<file path="config.mk">
export PLATFORM = sky130hd
export DESIGN_NAME = zd_flags
export DESIGN_NICKNAME = d
export VERILOG_FILES = /design/src/rtl/zd_pkg.sv /design/src/rtl/zd_run_counter.sv /design/src/rtl/zd_hold_timer.sv /design/src/rtl/zd_pin_mux.sv /design/src/rtl/zd_flags.sv
export SDC_FILE = /design/constraint.sdc
export NUM_CORES = 1
export LEC_CHECK = 0
export BUFFER_PORTS_ARGS = -buffer_cell sky130_fd_sc_hd__buf_2
export CAP_MARGIN = 20
export CORE_AREA = 8 8 78 131
export DETAILED_ROUTE_END_ITERATION = 12
export DIE_AREA = 0 0 86 139
export REMOVE_ABC_BUFFERS = 1
export SLEW_MARGIN = 5
export SYNTH_ARGS = -nofsm -noshare
export SYNTH_HDL_FRONTEND = slang
export SYNTH_SLANG_ARGS = --single-unit
</file>
<file path="constraint.sdc">
create_clock -name clk -period 3.5 [get_ports clk]
set_input_delay 0.35 -clock clk [delete_from_list [all_inputs] [get_ports clk]]
set_output_delay 0.35 -clock clk [all_outputs]
set_load 0.01 [all_outputs]
</file>
<file path="src/rtl/zd_pkg.sv">
package zd_pkg;

   localparam int unsigned NUM_CH = 2;

   // Which source currently owns a flag pin.
   typedef enum logic [2:0] {
      PIN_SRC_OFF   = 3'd0,
      PIN_SRC_FORCE = 3'd1,
      PIN_SRC_ZERO  = 3'd2,
      PIN_SRC_BOTH  = 3'd3,
      PIN_SRC_ALT   = 3'd4
   } pin_src_e;

   // Choose the pin source from the control bits, highest priority first.
   function automatic pin_src_e pick_src(input logic alt_sel,
                                         input logic det_en,
                                         input logic bypass,
                                         input logic forced,
                                         input logic both_req);
      pin_src_e s;
      if (alt_sel)                s = PIN_SRC_ALT;
      else if (!det_en || bypass) s = PIN_SRC_OFF;
      else if (forced)            s = PIN_SRC_FORCE;
      else if (both_req)          s = PIN_SRC_BOTH;
      else                        s = PIN_SRC_ZERO;
      return s;
   endfunction

endpackage

</file>
<file path="src/rtl/zd_run_counter.sv">
module zd_run_counter #(
   parameter int unsigned SAMPLE_W = 24,
   parameter int unsigned CNT_W    = 15
) (
   input  logic                clk,
   input  logic                rst_n,
   input  logic                clr_i,
   input  logic                stb_i,
   input  logic [SAMPLE_W-1:0] smp_i,
   input  logic [CNT_W-1:0]    thr_i,
   output logic                zero_o,
   output logic [CNT_W-1:0]    cnt_o
);

   localparam logic [CNT_W-1:0] CNT_MAX = {CNT_W{1'b1}};

   logic [CNT_W-1:0] cnt_q;
   logic [CNT_W-1:0] cnt_d;
   logic             smp_zero;

   assign smp_zero = (smp_i == '0);

   always_comb begin
      cnt_d = cnt_q;
      if (clr_i) begin
         cnt_d = '0;
      end else if (stb_i) begin
         if (!smp_zero)             cnt_d = '0;
         else if (cnt_q != CNT_MAX) cnt_d = cnt_q + 1'b1;
      end
   end

   always_ff @(posedge clk or negedge rst_n) begin
      if (!rst_n) cnt_q <= '0;
      else        cnt_q <= cnt_d;
   end

   assign zero_o = (cnt_q >= thr_i);
   assign cnt_o  = cnt_q;

endmodule

</file>
<file path="src/rtl/zd_hold_timer.sv">
module zd_hold_timer #(
   parameter int unsigned HOLD_STROBES = 4
) (
   input  logic clk,
   input  logic rst_n,
   input  logic soft_run_i,
   input  logic stb_i,
   output logic forced_o,
   output logic busy_o
);

   localparam int unsigned HW = $clog2(HOLD_STROBES + 1);
   localparam logic [HW-1:0] HOLD_LOAD = HW'(HOLD_STROBES);

   logic [HW-1:0] hold_q;

   always_ff @(posedge clk or negedge rst_n) begin
      if (!rst_n) begin
         hold_q <= '0;
      end else if (!soft_run_i) begin
         hold_q <= HOLD_LOAD;
      end else if (stb_i && hold_q != '0) begin
         hold_q <= hold_q - 1'b1;
      end
   end

   assign busy_o   = (hold_q != '0);
   assign forced_o = !soft_run_i || busy_o;

endmodule

</file>
<file path="src/rtl/zd_pin_mux.sv">
module zd_pin_mux
   import zd_pkg::*;
#(
   parameter bit HAS_ALT = 1'b1
) (
   input  logic                alt_sel_i,
   input  logic                det_en_i,
   input  logic                bypass_i,
   input  logic                forced_i,
   input  logic                both_req_i,
   input  logic                pol_inv_i,
   input  logic [NUM_CH-1:0]   zero_i,
   input  logic [NUM_CH-1:0]   fs_i,
   output logic [NUM_CH-1:0]   pin_o
);

   logic     alt_eff;
   pin_src_e src;
   logic     both_zero;

   generate
      if (HAS_ALT) begin : g_alt
         assign alt_eff = alt_sel_i;
      end else begin : g_no_alt
         assign alt_eff = 1'b0;
      end
   endgenerate

   assign both_zero = &zero_i;
   assign src = pick_src(alt_eff, det_en_i, bypass_i, forced_i, both_req_i);

   for (genvar c = 0; c < NUM_CH; c++) begin : g_pin
      always_comb begin
         unique case (src)
            PIN_SRC_ALT:   pin_o[c] = fs_i[c] ^ pol_inv_i;
            PIN_SRC_OFF:   pin_o[c] = 1'b0;
            PIN_SRC_FORCE: pin_o[c] = ~pol_inv_i;
            PIN_SRC_BOTH:  pin_o[c] = both_zero ^ pol_inv_i;
            default:       pin_o[c] = zero_i[c] ^ pol_inv_i;
         endcase
      end
   end

endmodule

</file>
<file path="src/rtl/zd_flags.sv">
module zd_flags
   import zd_pkg::*;
#(
   parameter int unsigned SAMPLE_W     = 24,
   parameter int unsigned CNT_W        = 15,
   parameter int unsigned SHORT_RUN    = 8192,
   parameter int unsigned LONG_RUN     = 16384,
   parameter int unsigned HOLD_STROBES = 4,
   parameter bit          HAS_ALT      = 1'b1
) (
   input  logic                clk,
   input  logic                rst_n,
   input  logic                frame_stb,
   input  logic [SAMPLE_W-1:0] left_smp,
   input  logic [SAMPLE_W-1:0] right_smp,
   input  logic                det_en,
   input  logic                pol_inv,
   input  logic                both_req,
   input  logic                long_mode,
   input  logic                bypass,
   input  logic                soft_run,
   input  logic                alt_sel,
   input  logic                fs_left,
   input  logic                fs_right,
   output logic                flag_left,
   output logic                flag_right
);

   localparam logic [CNT_W-1:0] THR_SHORT = CNT_W'(SHORT_RUN);
   localparam logic [CNT_W-1:0] THR_LONG  = CNT_W'(LONG_RUN);

   generate
      if (SHORT_RUN == 0 || SHORT_RUN >= (2 ** CNT_W))
         $error("SHORT_RUN must lie in 1 .. 2**CNT_W-1");
      if (LONG_RUN < SHORT_RUN || LONG_RUN >= (2 ** CNT_W))
         $error("LONG_RUN must lie in SHORT_RUN .. 2**CNT_W-1");
      if (HOLD_STROBES == 0)
         $error("HOLD_STROBES must be at least 1");
      if (SAMPLE_W == 0)
         $error("SAMPLE_W must be at least 1");
   endgenerate

   logic [CNT_W-1:0]    thr;
   logic                cnt_clr;
   logic                forced;
   logic                hold_busy;
   logic [SAMPLE_W-1:0] smp    [NUM_CH];
   logic [CNT_W-1:0]    cnt    [NUM_CH];
   logic [NUM_CH-1:0]   zero;
   logic [NUM_CH-1:0]   pins;
   logic [CNT_W-1:0]    cnt_left;
   logic [CNT_W-1:0]    cnt_right;

   assign thr     = long_mode ? THR_LONG : THR_SHORT;
   assign cnt_clr = bypass || !soft_run;
   assign smp[0]  = left_smp;
   assign smp[1]  = right_smp;

   for (genvar c = 0; c < NUM_CH; c++) begin : g_ch
      zd_run_counter #(
         .SAMPLE_W (SAMPLE_W),
         .CNT_W    (CNT_W)
      ) cnt_i (
         .clk    (clk),
         .rst_n  (rst_n),
         .clr_i  (cnt_clr),
         .stb_i  (frame_stb),
         .smp_i  (smp[c]),
         .thr_i  (thr),
         .zero_o (zero[c]),
         .cnt_o  (cnt[c])
      );
   end

   zd_hold_timer #(
      .HOLD_STROBES (HOLD_STROBES)
   ) hold_i (
      .clk        (clk),
      .rst_n      (rst_n),
      .soft_run_i (soft_run),
      .stb_i      (frame_stb),
      .forced_o   (forced),
      .busy_o     (hold_busy)
   );

   zd_pin_mux #(
      .HAS_ALT (HAS_ALT)
   ) mux_i (
      .alt_sel_i  (alt_sel),
      .det_en_i   (det_en),
      .bypass_i   (bypass),
      .forced_i   (forced),
      .both_req_i (both_req),
      .pol_inv_i  (pol_inv),
      .zero_i     (zero),
      .fs_i       ({fs_right, fs_left}),
      .pin_o      (pins)
   );

   assign cnt_left   = cnt[0];
   assign cnt_right  = cnt[1];
   assign flag_left  = pins[0];
   assign flag_right = pins[1];

endmodule

</file>
==> results of run 1 <==
flip-flops by register name (all words and copies together), names as in the netlist:
| register | count |
|---|---|
| g_ch.cnt_i.cnt_o | 30 |
| hold_i.hold_q | 3 |
cell usage after synthesis (7+ instances only):
cell	n	area (sq um)
o21ai_0	10	50.1
dfrtp_1	33	826
ha_1	10	125
or4_1	9	67.6
inv_1	17	63.8
nand2_1	21	78.8
nor3_1	7	35.0
nor4_1	19	119
nand4_1	16	100
a21oi_1	19	95.1
nand3_1	25	125
nand3b_1	9	67.6
area by class of cell:
cell class                 instances  area, sq um  area share, %
multi-input combinational        222         1490           49.8
sequential                        33          826           27.7
timing repair buffer              63          320           10.7
tap                              117          146           4.91
clock buffer                       8          136           4.57
inverter                          18         67.6           2.27
routing by layer:
layer  wire, microns  part of all wire [%]  track usage (%)
met1            2670                    37             11.6
met2            4190                    57             23.8
met3             212                   2.9             2.67
met4             241                   3.3             7.62
met5               0                     0                0
metrics by stage:
| step | hold WS [ps] | power, mW | util, % | instance area, sq um |
|---|---|---|---|---|
| 2_1_floorplan | 54.4 | 0.449 | - | 2380 |
| 3_3_place_gp | 496 | 0.509 | 33.5 | 2850 |
| 3_5_place_dp | 492 | 0.513 | 33.5 | 2850 |
| 4_1_cts | 201 | 0.942 | 35.1 | 2980 |
| 5_1_grt | 226 | 0.972 | 35.1 | 2980 |
| 6_report | 158 | 0.931 | 35.1 | 2980 |
power by group:
group / internal (mW) / switching (mW)
sequential: 0.387 / 0.00267
combinational: 0.0513 / 0.0651
clock: 0.265 / 0.161
total: 0.702 / 0.228
cells by family after synthesis:
| logic type | synth area share (%) |
|---|---|
| flops | 33.7 |
| buf+inv | 5.71 |
| simple gates | 36.5 |
| xor+xnor | 1.07 |
| mux | 2.91 |
| compound gates | 15.0 |
| fa+ha+maj | 5.10 |
critical path, cell delays in order (launching register included):
cell	delay, ps
dfrtp_1	400
ha_1	300
nor4bb_1	290
nand4_1	220
a22oi_1	230
mux2_2	370
o21ai_0	220
buf_2	170
final timing paths:
check,startpoint,to,slack (ps),cells past startpoint
worst max-delay path,g_ch[0].cnt_i.cnt_o[14],flag_left,670,7
worst min-delay path,rst_n,g_ch[1].cnt_i.cnt_o[4],160,1
worst min register to register,hold_i.hold_q[1],hold_i.hold_q[1],530,1
min in group clk,soft_run,hold_i.hold_q[2],310,2
worst max register to register,g_ch[1].cnt_i.cnt_o[0],g_ch[1].cnt_i.cnt_o[13],810,6
max in group asynchronous,rst_n,g_ch[1].cnt_i.cnt_o[0],2850,1
cell usage in the layout (no fill, tap or decap), types with 3 or more instances in the layout:
master     count
nand3_1       25
inv_1         17
clkbuf_16      5
o31ai_1        6
ha_1          10
dfrtp_1       33
and4_1         3
nor4_1        19
or3_2          3
nand3b_1       9
a31oi_1        3
nor2_1         6
a21oi_1       19
buf_2         61
or4_1          9
nand2_1       21
o21ai_0       10
mux2i_1        6
nand4_1       16
nor3_1         7
and3_1         5
clkbuf_1       3
or3_1          3
==> impl_results.md, run 1 <==
* Outcome: completed
* Yosys reg bits at 33
* Period minus WS final at 2830 ps
* CTS Root Cell: clkbuf_16
* Post-Place Cells at between 400 and 500
* Skew final at 6.12 ps
* Post-cts hold buffer count at 0
* Final setup viols at 0
* First-pass GRT wire length at roughly 12 mm
* DIE AREA at approximately 12000 sq um
* Fin crit share at 80.9%
* CP endpoint kind: primary output
* Vias at 2475
* Fmax at 353 MHz
* Mapped Area at 2450 sq um
* Peak VDD IR at roughly 0.17 mV
* First-pass DRT Iterations at 4
* Ant diodes at 0
* CP Data Arrival Time at 2480 ps
* Hold WC Path Type: input port to async pin
* Share of cells above drive strength 1 at between 20 and 25%
* Grt total ovfl at 0
* Avg Cell Area, Syn at approximately 8.6 sq um
* Top FF cell, synth: dfrtp_1
* Ys Warns at 0
* Setup TNS at 0 ps
* Post-Layout Cell Count at 461
* IO buf count at about 60
* Register area share after synthesis at 33.7%
* H-tree depth at 2
* Fillcell total at 902
* Clk sinks at 33
* Slew HR at 35.8%
* Final WS setup at 670 ps
* Worst-case clock buffer depth at 2
* Worst endpoint required time at about 3200 ps
* Final Max Slew Viols at 0
* GRT Resource Usage Total at 12.6%
* Initial antenna violation count at 0
* Area Growth Syn to Fin at 21.6%
* Die width at ~86 microns
* Largest fanout on the critical path at 3
* Pin count of the biggest net entering global routing at 34
* Core area at 8500 sq um
* # IOs at a little over 60
* Nets at 413
* EDFF count, synth at 0
* Clock slew seen by the registers of the worst setup and hold paths at approximately 50 ps
* Die Ht at about 140 microns
* Library cells used by synthesis at 58
* CTS tree: yes
* GPL Wtd Cong at between 0.8 and 0.9
* Hold Fails Final Rpt at 0
* Setup CP Type: flip-flop to primary output
* Tightest Pin Transition at a little under 1000 ps
* Critical path launch point type: flip-flop
* Avg WL per Cell at about 16 microns
* Clock latency on the worst-skew pair at between 200 and 300 ps
* Post-DP HPWL at 5.70 mm
* Vias in the first global route at 2615
* WL final at between 7 and 8 mm
* Drt drc at 0
* Ys async rst share at 100%
* Dpl ws at 811 ps
* Initial Util at 28.8%
* RSZ-0062 raised after global routing: false
* Routed Antenna Nets at 0
* Setup repair bufs after CTS at 0
* Post-Syn Instances at about 290
* Vias per cell at 5.37
* # rows at 45
* Max-cap viol count at 0
* Leak at 1.20 nW
* Num CTS Buffers at 5
* Initial DRC Count at 147
* PD cells at 312 nW/um^2
* Post_cts resized at 0
Note: power is estimated with default switching activity, not from simulation.
==> run 2, diff against run 1 <==
==> constraint.sdc (replaced) <==
create_clock -name clk -period 2.28 [get_ports clk]
set_input_delay 0.228 -clock clk [delete_from_list [all_inputs] [get_ports clk]]
set_output_delay 0.228 -clock clk [all_outputs]
set_load 0.01 [all_outputs]
==> impl_results.md, run 2 (synthesis gave the netlist of run 1 again) <==
* CP Data Arrival Time at around 2100 ps
* Die Ht at 139 microns
* Routed Antenna Nets at 0
* Largest register FFs at 30
* Slew HR at 46.5%
* H-tree depth at 2
* Tightest Pin Transition at approximately 800 ps
* Final setup viols at 2
* Initial antenna violation count at 0
* DIE AREA at 12000 sq um
* Skew final at 6.19 ps
* GRT Resource Usage Total at 13.7%
* Cells on worst reg2reg path at 8
* Vias per cell at 5.40
* Hold WC Path Type: input port to async pin
* # rows at 45
* CP endpoint kind: primary output
* Hold Fails Final Rpt at 0
* Area Growth Syn to Fin at 39.7%
* Final Cell Area at 3430 sq um
* CTS Root Cell: clkbuf_16
* Largest fanout on the critical path at 4
* Share of cells above drive strength 1 at a little over a third
* Met2 Usage GRT at 26.8%
* Grt total ovfl at 0
* Final WS setup at -92.6 ps
* PD cells at 469 nW/um^2
* Setup CP Type: flip-flop to primary output
* WL final at between 7 and 8 mm
* Reg2reg start: g_ch[1].cnt_i.cnt_o[1]
* IO buf count at 61
* Dpl ws at 2.31 ps
* Post-Place Cells at 477
* First-pass GRT wire length at 13.2 mm
* Post-DP HPWL at approximately 6.1 mm
* Vias at about 2.7k
* Worst reg2reg setup slack at 120 ps
* Met3 usage at between 3 and 4%
* Final Max Slew Viols at 0
* Fin crit share at 104%
* CTS tree: yes
* Commonest non-fill, non-tap cell in the layout: buf_2
* Nets at 447
* # IOs at 62
* Peak VDD IR at 0.322 mV
* Pwr Total at 1.61 mW
* Clk sinks at 33
* Initial Util at 28.8%
* Global routing's busiest layer: met2
* First-pass DRT Iterations at 5
* R2R Path End: g_ch[1].cnt_i.cnt_o[14]
* Drt drc at 0
* RSZ-0062 raised after global routing: true
* Max-cap viol count at 0
* Critical path launch point type: flip-flop
* Failing checks: setup timing
* Leak at 1.44 nW
* Pin count of the biggest net entering global routing at 34
* Setup crit start: g_ch[1].cnt_i.cnt_o[1]
* Vias in the first global route at 2752
* Clock latency on the worst-skew pair at 280 ps
* Commonest cells after routing, fill and taps aside: buf_2, dfrtp_1, buf_4, nand3_1, nand2_1
* Worst setup endpoint: flag_right
* Worst-case clock buffer depth at 2
* Period minus WS final at 2370 ps
* Ant diodes at 0
* Die width at 86 microns
* Area after DPL at 3040 sq um
* Initial DRC Count at 143
* Outcome: finished, violations left
* GR Layer Usage met1 at around an eighth
* Num CTS Buffers at 5
* Clock slew seen by the registers of the worst setup and hold paths at 60 ps
* Core area at 8500 sq um
* GPL Wtd Cong at 0.913
* Avg WL per Cell at 16.2 microns
* Post-Layout Cell Count at 495
* Worst endpoint required time at 2050 ps
* Fmax at 421 MHz
-- run 2: cell type report --
cell class,count,area (sq um)
multi-input cells,222,1610
flip-flops and latches,33,826
well taps,117,146
clock inverters,1,30.0
inverters,18,67.6
fillers,829,5080
clock buffers,7,143
repair buffers,97,603
-- run 2: critical path: stages, from the launching register on --
cell,delay [ps]
dfrtp_1,400
buf_6,130
inv_2,50
ha_4,100
and4bb_2,230
nand4_1,120
a22oi_2,240
mux2_4,340
o21ai_2,110
buf_2,140
-- run 2: how the worst min path moves through the flow --
stage	from	endpoint	slack [ps]
2_1_floorplan	rst_n	g_ch[0].cnt_i.cnt_o[0]	-70
3_3_place_gp	rst_n	g_ch[0].cnt_i.cnt_o[5]	380
3_5_place_dp	rst_n	g_ch[0].cnt_i.cnt_o[5]	380
4_1_cts	rst_n	g_ch[0].cnt_i.cnt_o[5]	70
5_1_grt	rst_n	g_ch[0].cnt_i.cnt_o[10]	100
6_report	rst_n	g_ch[0].cnt_i.cnt_o[5]	30
-- run 2: metal layers --
| metal | routed length (microns) | vias up |
|---|---|---|
| met1 | 2760 | 1308 |
| met4 | 252 | 0 |
| met2 | 4680 | 62 |
| met5 | 0 | - |
| met3 | 315 | 19 |
| li1 | - | 1286 |
-- run 2: power by group --
part           switching, mW  internal [mW]
clock network          0.264          0.546
logic                  0.105         0.0937
registers            0.00433          0.593
-- run 2: per-stage QoR --
stage	TNS [ps]	util, %	hold WS [ps]
after detailed placement	0	35.7	377
after global routing	-461	40.3	102
after CTS	-149	39.5	68.5
final	-184	40.3	33.7
after floorplan	-475	-	-67.6
after global placement	0	35.7	377
-- run 2: what timing repair did --
action / CTS / global route
setup buffers: 8 / 2
hold buffers: 0 / 0
cloned: 0 / 1
pin swaps: 8 / 6
setup endpoints to repair: 2 / 11
gates resized for setup: 19 / 8
==> run 3, diff against run 2 <==
--- a/config.mk
+++ b/config.mk
@@ -7,9 +7,12 @@
 export LEC_CHECK = 0
 export BUFFER_PORTS_ARGS = -buffer_cell sky130_fd_sc_hd__buf_2
 export CAP_MARGIN = 20
-export CORE_AREA = 8 8 78 131
+export CELL_PAD_IN_SITES_DETAIL_PLACEMENT = 1
+export CELL_PAD_IN_SITES_GLOBAL_PLACEMENT = 2
+export CORE_AREA = 8 8 80 135
 export DETAILED_ROUTE_END_ITERATION = 12
-export DIE_AREA = 0 0 86 139
+export DIE_AREA = 0 0 88 143
+export PLACE_DENSITY_LB_ADDON = 0.1
 export REMOVE_ABC_BUFFERS = 1
 export SLEW_MARGIN = 5
 export SYNTH_ARGS = -nofsm -noshare
==> impl_results.md, run 3 (synthesis gave the netlist of run 1 again) <==
* First-pass GRT wire length at 14.6 mm
* Clk sinks at 33
* Worst-path cell chain: ha_4 > nor4b_4 > nand4_1 > a22oi_2 > mux2_4 > o21ai_2 > buf_2
* Post-Layout Cell Count at 502
* Post-cts hold buffer count at 0
* Slew HR at between 30 and 40%
* Vias per cell at 5.39
* Worst endpoint required time at 2050 ps
* Commonest non-fill, non-tap cell in the layout: buf_2
* Routed Antenna Nets at 0
* Core area at 8920 sq um
* Peak VDD IR at 0.325 mV
* Clock slew seen by the registers of the worst setup and hold paths at 60 ps
* Post-Place Cells at 489
* # rows at 46
* GPL Wtd Cong at approximately 0.81
* Grt total ovfl at 0
* R2R Path End: g_ch[1].cnt_i.cnt_o[14]
* Hold Fails Final Rpt at 0
* CP Data Arrival Time at 2140 ps
* PD cells at between 400 and 500 nW/um^2
* H-tree depth at 2
* Post-DP HPWL at roughly 7.3 mm
* Cells on worst reg2reg path at 6
* Outcome: finished, violations left
* Die width at 88 microns
* Commonest cells after routing, fill and taps aside: buf_2, buf_4, dfrtp_1, nand3_1, nand2_1
* Peak per-stage delay on the critical path at approximately 410 ps
* WP buf/inv at 1
* Tightest Pin Transition at 957 ps
* CP endpoint kind: primary output
* Final Max Slew Viols at 0
* Nets at around 450
* Final WS setup at -85.7 ps
* Drt drc at 0
* Vias in the first global route at 2927
* Ant diodes at 0
* RSZ-0062 raised after global routing: true
* Failing checks: setup timing
* First-pass DRT Iterations at 4
* Initial Util at 27.5%
* Worst reg2reg setup slack at ~100 ps
* Initial antenna violation count at 0
* Reg2reg start: g_ch[1].cnt_i.cnt_o[7]
* Final Util at 38.4%
* Setup CP Type: flip-flop to primary output
* # IOs at 62
* Share of cells above drive strength 1 at 37.2%
* GRT Resource Usage Total at 15.3%
* Avg WL per Cell at between 15 and 20 microns
* CTS tree: yes
* WL final at 9.36 mm
* Delay-heaviest family, CP: flip-flops
* Slowest-stage cell, CP: dfrtp_1
* IO buf count at 61
* Hold WC Path Type: input port to async pin
* Max-cap viol count at 0
* Largest register FFs at 30
* Die Ht at between 100 and 150 microns
* Pin count of the biggest net entering global routing at 34
* Initial DRC Count at 57
* DIE AREA at 12600 sq um
* Fin crit share at 104%
* Worst-case clock buffer depth at 2
* Leak at 1.45 nW
* Area Growth Syn to Fin at 39.8%
* Vias at 2706
* Largest fanout on the critical path at 2
* Fmax at 423 MHz
* Clock latency on the worst-skew pair at around 280 ps
* Hold WS at about 47 ps
* Period minus WS final at roughly 2400 ps
* Skew final at roughly 2 ps
* Num CTS Buffers at 5
* Critical path launch point type: flip-flop
* Final setup viols at 2
* CTS Root Cell: clkbuf_16
## run 3: changes by cell type in the layout (fill, tap and decap cells not counted), sizes merged
cell and change:
bufinv -1, clkinv +1, buf +4
## run 3: layout make-up
type	count	area (sq um)
well taps	120	150
repair buffers	101	634
clock buffers	7	153
multi-input cells	222	1590
flip-flops and latches	33	826
fillers	1080	5490
inverters	18	67.6
clock inverters	1	5.00
## run 3: repair_timing
| item | in CTS | in global routing |
|---|---|---|
| endpoints found under the setup margin | 2 | 9 |
| setup buffers | 4 | 1 |
| gates cloned | 0 | 1 |
| gates resized for setup | 12 | 12 |
| pin swaps | 7 | 7 |
## run 3: report_power, final
group          internal [mW]  switching, mW  total [mW]
sequential             0.593        0.00452       0.598
clock                  0.463          0.278       0.741
combinational         0.0990          0.111       0.210
total                   1.16          0.393        1.55
## run 3: stage by stage
| stage | instance area (sq um) | TNS (ps) | setup slack, ps | power [mW] |
|---|---|---|---|---|
| after floorplan | 2380 | -475 | -87.9 | 0.689 |
| after global placement | 3120 | 0 | 22.1 | 0.802 |
| after detailed placement | 3120 | -47.7 | -30.7 | 0.806 |
| after CTS | 3370 | -217 | -111 | 1.57 |
| after global routing | 3430 | -381 | -200 | 1.61 |
| final | 3430 | -157 | -85.7 | 1.55 |
## run 3: layer usage
metal	GRT usage, %	share of wire [%]	up-vias
li1	-	-	1292
met1	13.3	34	1356
met2	31.5	60	45
met3	2.82	3.6	13
met4	5.93	2.3	0
met5	0	0	-
## run 3: worst max-delay path by stage
stage,from,slack [ps],cells past startpoint,endpoint
finish,g_ch[1].cnt_i.cnt_o[14],-90,7,flag_right
global route,g_ch[1].cnt_i.cnt_o[14],-200,7,flag_right
CTS,g_ch[0].cnt_i.cnt_o[14],-110,7,flag_left
detailed placement,long_mode,-30,9,flag_left
global placement,long_mode,20,9,flag_right
floorplan,g_ch[1].cnt_i.cnt_o[0],-90,6,g_ch[1].cnt_i.cnt_o[13]
